**src/rtl/fu_lock_pkg.sv**
```systemverilog
package fu_lock_pkg;

  // Organisation of the execution unit behind the interlock.
  typedef enum logic [1:0] {
    FU_UNPIPE  = 2'd0,
    FU_PARTIAL = 2'd1,
    FU_FULL    = 2'd2,
    FU_REPL    = 2'd3
  } fuMode_e;

  // Strobes from the occupancy control to the result datapath.
  typedef struct packed {
    logic load;   // an operation is accepted this cycle
    logic clear;  // discard everything in flight
  } fuStrobe_t;

endpackage

```
**src/rtl/fu_lock_ctrl.sv**
```systemverilog
module fu_lock_ctrl
  import fu_lock_pkg::*;
#(
  parameter fuMode_e MODE    = FU_UNPIPE,
  parameter int      LATENCY = 6,
  parameter int      STAGES  = 3,
  parameter int      COPIES  = 2,
  parameter int      IDX_W   = 1
) (
  input  logic             clk,
  input  logic             rst,
  input  logic             reqValid,
  output logic             stall,
  output logic [IDX_W-1:0] accIdx,
  output fuStrobe_t        strobe
);

  // Cycles between two acceptances on one copy.
  localparam int II = (MODE == FU_UNPIPE || MODE == FU_REPL) ? LATENCY :
                      (MODE == FU_PARTIAL) ? (LATENCY + STAGES - 1) / STAGES : 1;
  localparam int NCTR = (MODE == FU_REPL) ? COPIES : 1;
  localparam int CW   = $clog2(LATENCY + 1);

  logic [CW-1:0]    busyCnt [NCTR];
  logic [NCTR-1:0]  freeVec;
  logic [IDX_W-1:0] pickIdx;
  logic             canAccept;

  // Lowest-numbered free copy wins.
  always_comb begin
    pickIdx = '0;
    for (int k = NCTR - 1; k >= 0; k--) begin
      if (freeVec[k]) pickIdx = IDX_W'(k);
    end
  end

  assign canAccept    = |freeVec;
  assign stall        = reqValid & ~canAccept;
  assign accIdx       = pickIdx;
  assign strobe.load  = reqValid & canAccept & ~rst;
  assign strobe.clear = rst;

  for (genvar i = 0; i < NCTR; i++) begin : g_copy
    assign freeVec[i] = (busyCnt[i] == '0);

    always_ff @(posedge clk) begin
      if (rst) begin
        busyCnt[i] <= '0;
      end else if (strobe.load && pickIdx == IDX_W'(i)) begin
        busyCnt[i] <= CW'(II - 1);
      end else if (busyCnt[i] != '0) begin
        busyCnt[i] <= busyCnt[i] - 1'b1;
      end
    end
  end

endmodule

```
**src/rtl/fu_lock_dp.sv**
```systemverilog
module fu_lock_dp
  import fu_lock_pkg::*;
#(
  parameter int LATENCY = 6,
  parameter int TAG_W   = 8
) (
  input  logic             clk,
  input  fuStrobe_t        strobe,
  input  logic [TAG_W-1:0] reqTag,
  output logic             resValid,
  output logic [TAG_W-1:0] resTag
);

  logic             vPipe [LATENCY];
  logic [TAG_W-1:0] tPipe [LATENCY];

  for (genvar s = 0; s < LATENCY; s++) begin : g_stage
    always_ff @(posedge clk) begin
      if (strobe.clear) begin
        vPipe[s] <= 1'b0;
        tPipe[s] <= '0;
      end else if (s == 0) begin
        vPipe[s] <= strobe.load;
        tPipe[s] <= strobe.load ? reqTag : '0;
      end else begin
        vPipe[s] <= vPipe[(s == 0) ? 0 : s - 1];
        tPipe[s] <= tPipe[(s == 0) ? 0 : s - 1];
      end
    end
  end

  assign resValid = vPipe[LATENCY-1];
  assign resTag   = tPipe[LATENCY-1];

endmodule

```
**src/rtl/fu_lock.sv**
```systemverilog
module fu_lock
  import fu_lock_pkg::*;
#(
  parameter fuMode_e MODE    = FU_UNPIPE,
  parameter int      LATENCY = 6,
  parameter int      STAGES  = 3,
  parameter int      COPIES  = 2,
  parameter int      TAG_W   = 8,
  localparam int     IDX_W   = (COPIES > 1) ? $clog2(COPIES) : 1
) (
  input  logic             clk,
  input  logic             rst,
  input  logic             reqValid,
  input  logic [TAG_W-1:0] reqTag,
  output logic             stall,
  output logic [IDX_W-1:0] accIdx,
  output logic             resValid,
  output logic [TAG_W-1:0] resTag
);

  fuStrobe_t strobe;

  fu_lock_ctrl #(
    .MODE(MODE), .LATENCY(LATENCY), .STAGES(STAGES),
    .COPIES(COPIES), .IDX_W(IDX_W)
  ) u_ctrl (
    .clk(clk), .rst(rst), .reqValid(reqValid),
    .stall(stall), .accIdx(accIdx), .strobe(strobe)
  );

  fu_lock_dp #(.LATENCY(LATENCY), .TAG_W(TAG_W)) u_dp (
    .clk(clk), .strobe(strobe), .reqTag(reqTag),
    .resValid(resValid), .resTag(resTag)
  );

endmodule

```
**config.mk**
```make
export PLATFORM = sky130hd
export DESIGN_NAME = fu_lock
export DESIGN_NICKNAME = d
export VERILOG_FILES = /design/src/rtl/fu_lock_pkg.sv /design/src/rtl/fu_lock_ctrl.sv /design/src/rtl/fu_lock_dp.sv /design/src/rtl/fu_lock.sv
export SDC_FILE = /design/constraint.sdc
export NUM_CORES = 1
export LEC_CHECK = 0
export ABC_CLOCK_PERIOD_IN_PS = 3200
export BUFFER_PORTS_ARGS = -buffer_cell sky130_fd_sc_hd__buf_4
export CAP_MARGIN = 25
export CORE_ASPECT_RATIO = 1.1
export CORE_MARGIN = 1
export CORE_UTILIZATION = 58
export DETAILED_ROUTE_END_ITERATION = 10
export PLACE_DENSITY_LB_ADDON = 0.15
export SETUP_SLACK_MARGIN = 0.1
export SYNTH_ARGS = -nofsm -noshare
export SYNTH_HDL_FRONTEND = slang
export SYNTH_HIERARCHICAL = 1
export SYNTH_SLANG_ARGS = --single-unit
```
**constraint.sdc**
```tcl
create_clock -name clk -period 3.2 [get_ports clk]
set_input_delay 0.16 -clock clk [delete_from_list [all_inputs] [get_ports clk]]
set_output_delay 0.16 -clock clk [all_outputs]
set_load 0.1 [all_outputs]
```
==> impl_results.md, run 1 <==
- Core area: 2778 sq um
- Worst r2r src: u_ctrl/busyCnt[0][0]
- Clk_lat worst skew: 0.36 ns
- Slew Viols, Final: 0
- Kind of critical path: flip-flop to output port
- Synth Area in Simple Gates: 0.2472
- Layout cells sized above 1: 0.2209
- Max Root-Sink Buffers: 2
- CP startpoint kind: flip-flop
- ANT cells: 0
- Post-synthesis instance total: 134
- Period utilization: 0.5446
- Cts repair resizes: 0
- GRT Util Overall: 0.1774
- Post-route ant nets: 0
- CTS H-tree depth: 3
- Initial antenna violation count: 0
- Nets@finish: 171
- GP Congestion: 0.5806
- Input/output buffers: 20
- Num rows: 20
- Hold slack: 0.03992 ns
- Outcome: complete, no violations
- Synth Area in Adders: 0.01476
- Global-route wire length before repair: 3712 um
- Pre-CTS WS: 1.485 ns
- I/O pins: 22
- Mapped Nets: 147
- Clock skew: 0.004415 ns
- Crit Path Max Fanout: 6
- Post-synthesis xor/xnor area fraction: 0
- Max_cap viols: 0
- Worst R2R End: u_dp/tPipe[0][4]
- Routed WL: 2018 um
- Root Driver: clkbuf_4
- Most common cell after layout, fill and taps aside: dfxtp_1
- Worst endpoint required time: 3.04 ns
- Setup crit end kind: output port
- Post-DP HPWL: 1248 um
- Total Power: 1.443 mW
- Fraction of synthesized area in multiplexers: 0
- Hold Buf Count CTS: 0
- Register area share after synthesis: 0.6908
- CP Launch Point: u_ctrl/busyCnt[0][0]
- Worst Path Arrival: 1.58 ns
- Leak: 0.8642 nW
- Total gr overflow: 0
- FILL cells: 197
- Final Non-Filler Cells: 196
- Sequential standard cell area: 1171 sq um
- RSZ-0062 raised after global routing: no
- Synth Warn #: 6
- Total Neg Setup Slack: 0 ns
- Tmin final: 1.743 ns
- Reg2reg setup slack: 1.48 ns
- Post-CTS setup repair buffer count: 0
- Worst-Margin Slew: 0.6505 ns
- CTS sink cnt: 57
- Clk pin slew, worst setup/hold paths: 0.09 ns
- Path depth of the worst reg2reg path: 5
- Wire length per cell: 10.30 um
- Initial Utilization: 0.6104
- Die X: 53.55 um
- Via count of the routed design: 905
- Peak VDD IR: 509.5 uV
- Placed Cells incl. Taps: 180
- Area of the die: 3144 sq um
- Initial DRT Pass Iterations: 3
- Commonest non-fill, non-tap cells in the layout: dfxtp_1 (54), nor2b_1 (47), buf_4 (20)
- Max_slew headroom: 0.5654
- Hold WC Path Type: primary input to flip-flop
- CTS buffer count: 9
- Post-route DRC: 0
- Post-synth cell types: 18
- Starting DRT DRC Count: 6
- Synth Cell Area: 1695 sq um
- Multi-input logic area: 470.5 sq um
- Vias in the first global route: 940
- Seq cells post-synth: 57
- Fmax: 573.8 MHz
- Vias/cell: 4.617
- Largest net degree at the start of global routing: 60
- Setup slack after layout: 1.457 ns
- Die Ht: 58.71 um
- Final Hold Viols: 0
- Synthesized area per cell: 12.65 sq um
- Largest family of logic cells by synthesized area: simple AND/OR/NAND/NOR gates
- Synth Area in Compound Gates: 0.01328
- CTS tree: built
- Critical Path Sink: stall
- Area grow syn2layout: 17.20%
- Finish-stage setup viols: 0
- Pwr dens: 726.4 nW/um^2
## stage by stage
step,utilization,instance area (sq um)
6_report,0.7153,1987
5_1_grt,0.7153,1987
4_1_cts,0.7153,1987
3_5_place_dp,0.6626,1841
3_3_place_gp,0.6626,1841
2_1_floorplan,-,1695
## sequential cells by signal, indices dropped and copies added (netlist names)
| signal | count |
|---|---|
| u_ctrl/busyCnt | 3 |
| u_dp/tPipe | 48 |
| u_dp/vPipe | 6 |
## cell usage after synthesis, drive strengths merged
| cell | number | area [sq um] |
|---|---|---|
| o21a | 1 | 7.510 |
| nand2b | 1 | 13.76 |
| and2 | 1 | 6.260 |
| nor2b | 47 | 294.0 |
| edfxtp | 3 | 90.09 |
| and3b | 8 | 70.07 |
| or3 | 1 | 6.260 |
| buf | 7 | 46.29 |
| dfxtp | 54 | 1081 |
| a211oi | 2 | 15.01 |
| inv | 2 | 7.510 |
| conb | 1 | 3.750 |
| ha | 2 | 25.02 |
| nor2 | 1 | 3.750 |
| nor3 | 1 | 10.01 |
| nor3b | 2 | 15.01 |
## logic make-up (layout without fill, tap and decap cells)
logic type | after synthesis | after routing
buffers and inverters | 9 | 38
AOI/OAI and AO/OA | 3 | 3
and+or+nand+nor | 62 | 62
adders and majority gates | 2 | 2
DFF | 57 | 57
other | 1 | 1
## critical path, stage by stage, from the launching register on
cell,delay (ns)
edfxtp_1,0.41
inv_1,0.11
ha_1,0.24
nand2b_4,0.08
and2_1,0.16
buf_4,0.23
## area by class of cell
cell class | count | area share
Clock buffer | 15 | 0.07116
Sequential cell | 57 | 0.5894
Tap cell | 33 | 0.02078
Multi-Input combinational cell | 68 | 0.2368
Inverter | 2 | 0.003778
Clock inverter | 1 | 0.002519
Timing Repair Buffer | 20 | 0.07557
## routing by layer
metal  GRT usage  routed length [um]
met4      0.1541                  34
met2      0.2750                1040
met1      0.1753                 848
met5           0                   0
met3     0.08010                  95
## where the power goes
group          switching [mW]  internal [mW]
Clock                   0.228          0.271
Combinational           0.111         0.0696
Sequential             0.0127          0.750
Total                   0.352           1.09
## worst min path at each step
stage          slack (ns)               end  startpoint  cells past startpoint
2_1_floorplan        0.32  u_dp/tPipe[0][0]   reqTag[0]                      1
3_3_place_gp         0.40  u_dp/tPipe[0][6]   reqTag[6]                      2
3_5_place_dp         0.41  u_dp/tPipe[0][7]   reqTag[7]                      2
4_1_cts              0.01  u_dp/tPipe[0][7]   reqTag[7]                      2
5_1_grt              0.01  u_dp/tPipe[0][1]   reqTag[1]                      2
6_report             0.04  u_dp/tPipe[0][7]   reqTag[7]                      2
Power figures use the tool's default switching activity.
==> inputs of run 2 (changes only) <==
Settings changed: ABC_CLOCK_PERIOD_IN_PS 3200 to 1400, CORE_UTILIZATION 58 to 49.
Clock period 3.2 ns to 1.4 ns, I/O delays scaled along.
==> run 2 against run 1 <==
The run now ends with negative setup slack left. Sequential share of layout area decreased by 4.7 points. Largest cell class unchanged. Clock power increased by 130%. Combinational power increased to 3.4 times the previous value.
==> impl_results.md, run 2 (synthesis gave the netlist of run 1 again) <==
- Comb pwr share: 0.177
- CP peak stage delay: 0.43 ns
- Leak: 0.9298 nW
- Worst hold start: rst
- Clk pin slew, worst setup/hold paths: 0.09 ns
- RSZ-0062 raised after global routing: yes
- Worst r2r src: u_ctrl/busyCnt[0][0]
- Failing checks: negative setup slack
- Finish-stage setup viols: 5
- Path depth of the worst reg2reg path: 5
- Global route hottest layer: met2
- Slew Viols, Final: 0
- Initial DRT Pass Iterations: 5
- Setup crit end kind: output port
- Nets@finish: 184
- Clock share of power: 0.326
- Wire length per cell: 9.357 um
- Internal: 2.655 mW
- CTS sink cnt: 57
- Layout cells sized above 1: 0.2670
- Reg2reg setup slack: -0.07 ns
- Tmin final: 1.493 ns
- CP startpoint kind: flip-flop
- Hold WC Path Type: primary input to flip-flop
- GR Util met3: 0.06776
- Input/output buffers: 20
- Die X: 58.09 um
- Worst endpoint required time: 1.33 ns
- Core area: 3331 sq um
- Post-DP HPWL: 1121 um
- CTS H-tree depth: 3
- GP Congestion: 0.5752
- Area grow syn2layout: 27.45%
- Initial antenna violation count: 0
- CP max stage cell: edfxtp_1
- Max_cap viols: 0
- Die Ht: 63.69 um
- CP Launch Point: u_ctrl/busyCnt[0][0]
- Routed WL: 2096 um
- Hold slack: 0.05506 ns
- CTS buffer count: 9
- Largest net degree at the start of global routing: 39
- Area of the die: 3699 sq um
- Largest registers: u_dp/tPipe: 48 flops, u_dp/vPipe: 6 flops, u_ctrl/busyCnt: 3 flops
- Pwr dens: 1627 nW/um^2
- Post-route DRC: 0
- Sequential standard cell area: 1171 sq um
- Global-route wire length before repair: 3581 um
- Reg power frac: 0.497
- GRT Util Overall: 0.1382
- Psw: 0.8592 mW
- GR met1 Demand/Resource: 0.1247
- Top reg by flops: u_dp/tPipe
- ANT cells: 0
- Worst R2R End: u_ctrl/busyCnt[0][0]
- Multi-input logic area: 495.5 sq um
- Kind of critical path: flip-flop to output port
- I/O pins: 22
- Max Root-Sink Buffers: 2
- Final core occ: 0.6488
- Commonest non-fill, non-tap cells in the layout: dfxtp_1 (54), nor2b_1 (47), buf_4 (24)
- Switching Share: 0.2445
- Max reg flops: 48
- FILL cells: 245
- Vias in the first global route: 914
- Hold path depth: 2
- Clock skew: 0.009254 ns
- Via count of the routed design: 943
- Vias/cell: 4.210
- Setup slack after layout: -0.09301 ns
- Clk_lat worst skew: 0.36 ns
- Met2 track demand over resource: 0.2299
- Crit Path Max Fanout: 5
- Num rows: 22
- Post-route ant nets: 0
- Outcome: complete, but fails checks
- Most common cell after layout, fill and taps aside: dfxtp_1
- Critical Path Sink: stall
- Worst Path Arrival: 1.42 ns
- CTS tree: built
- Final Hold Viols: 0
- Total gr overflow: 0
- Starting DRT DRC Count: 24
- Peak VDD IR: 949.7 uV
- Initial Utilization: 0.5090
- Cells along the critical path: inv_2 -> ha_4 -> nand2b_4 -> and2_4 -> buf_12
- Root Driver: clkbuf_4
- Fmax: 669.8 MHz
- Period utilization: 1.066
==> run 2: cell types whose count changed in the layout (fill, tap and decap cells not counted), sizes merged <==
cell / change
buf: +5
dlygate4sd3: +8
==> run 2: final cells by class <==
type                            count  share of cell area
Sequential cell                    57              0.5420
Multi-Input combinational cell     68              0.2293
Tap cell                           48             0.02779
Clock buffer                       15             0.06543
Clock inverter                      1            0.002316
Timing Repair Buffer               33              0.1297
Inverter                            2            0.003474
==> run 2: critical path, delay by kind of cell (launching register included) <==
kind	cells	cell delay (ns)
DFF	1	0.43
adders and majority gates	1	0.15
buffers and inverters	2	0.26
and+or+nand+nor	2	0.22
==> run 2: stage by stage <==
stage | instance area, sq um | setup TNS [ns] | total power, mW | instances | worst slack, ns
5_1_grt | 2161 | -1.885 | 3.691 | 224 | -0.1631
2_1_floorplan | 1719 | 0 | 2.149 | 134 | 0.1233
6_report | 2161 | -0.3210 | 3.515 | 224 | -0.09301
4_1_cts | 2138 | -0.1186 | 3.460 | 221 | -0.1177
3_3_place_gp | 1891 | 0 | 2.203 | 196 | 0.08538
3_5_place_dp | 1891 | -0.0004770 | 2.235 | 196 | -0.0004770
==> run 2: how the worst min path moves through the flow <==
| stage | endpoint |
|---|---|
| floorplan | u_dp/tPipe[0][0] |
| global placement | u_dp/tPipe[0][4] |
| detailed placement | u_dp/tPipe[0][6] |
| CTS | u_dp/vPipe[5] |
| global route | u_dp/tPipe[4][0] |
| finish | u_dp/vPipe[5] |
==> run 2: metal layers <==
| layer | wire length, um | part of all wire |
|---|---|---|
| met5 | 0 | 0 |
| met4 | 23 | 0.011 |
| met3 | 81 | 0.039 |
| met2 | 1068 | 0.51 |
| met1 | 922 | 0.44 |
==> run 2: timing repair <==
item,in CTS,in global routing
gates resized for setup,6,0
pin swaps,2,1
hold buffers,8,0
setup endpoints to repair,13,14
endpoints found under the hold margin,8,0
setup buffers,1,3
==> run 2: power groups by stage <==
stage | registers [mW] | logic [mW] | clock network [mW]
after floorplan | 1.77 | 0.374 | 0
after global placement | 1.77 | 0.429 | 0
after detailed placement | 1.78 | 0.456 | 0
after CTS | 1.75 | 0.533 | 1.18
after global routing | 1.75 | 0.672 | 1.27
final | 1.75 | 0.622 | 1.15
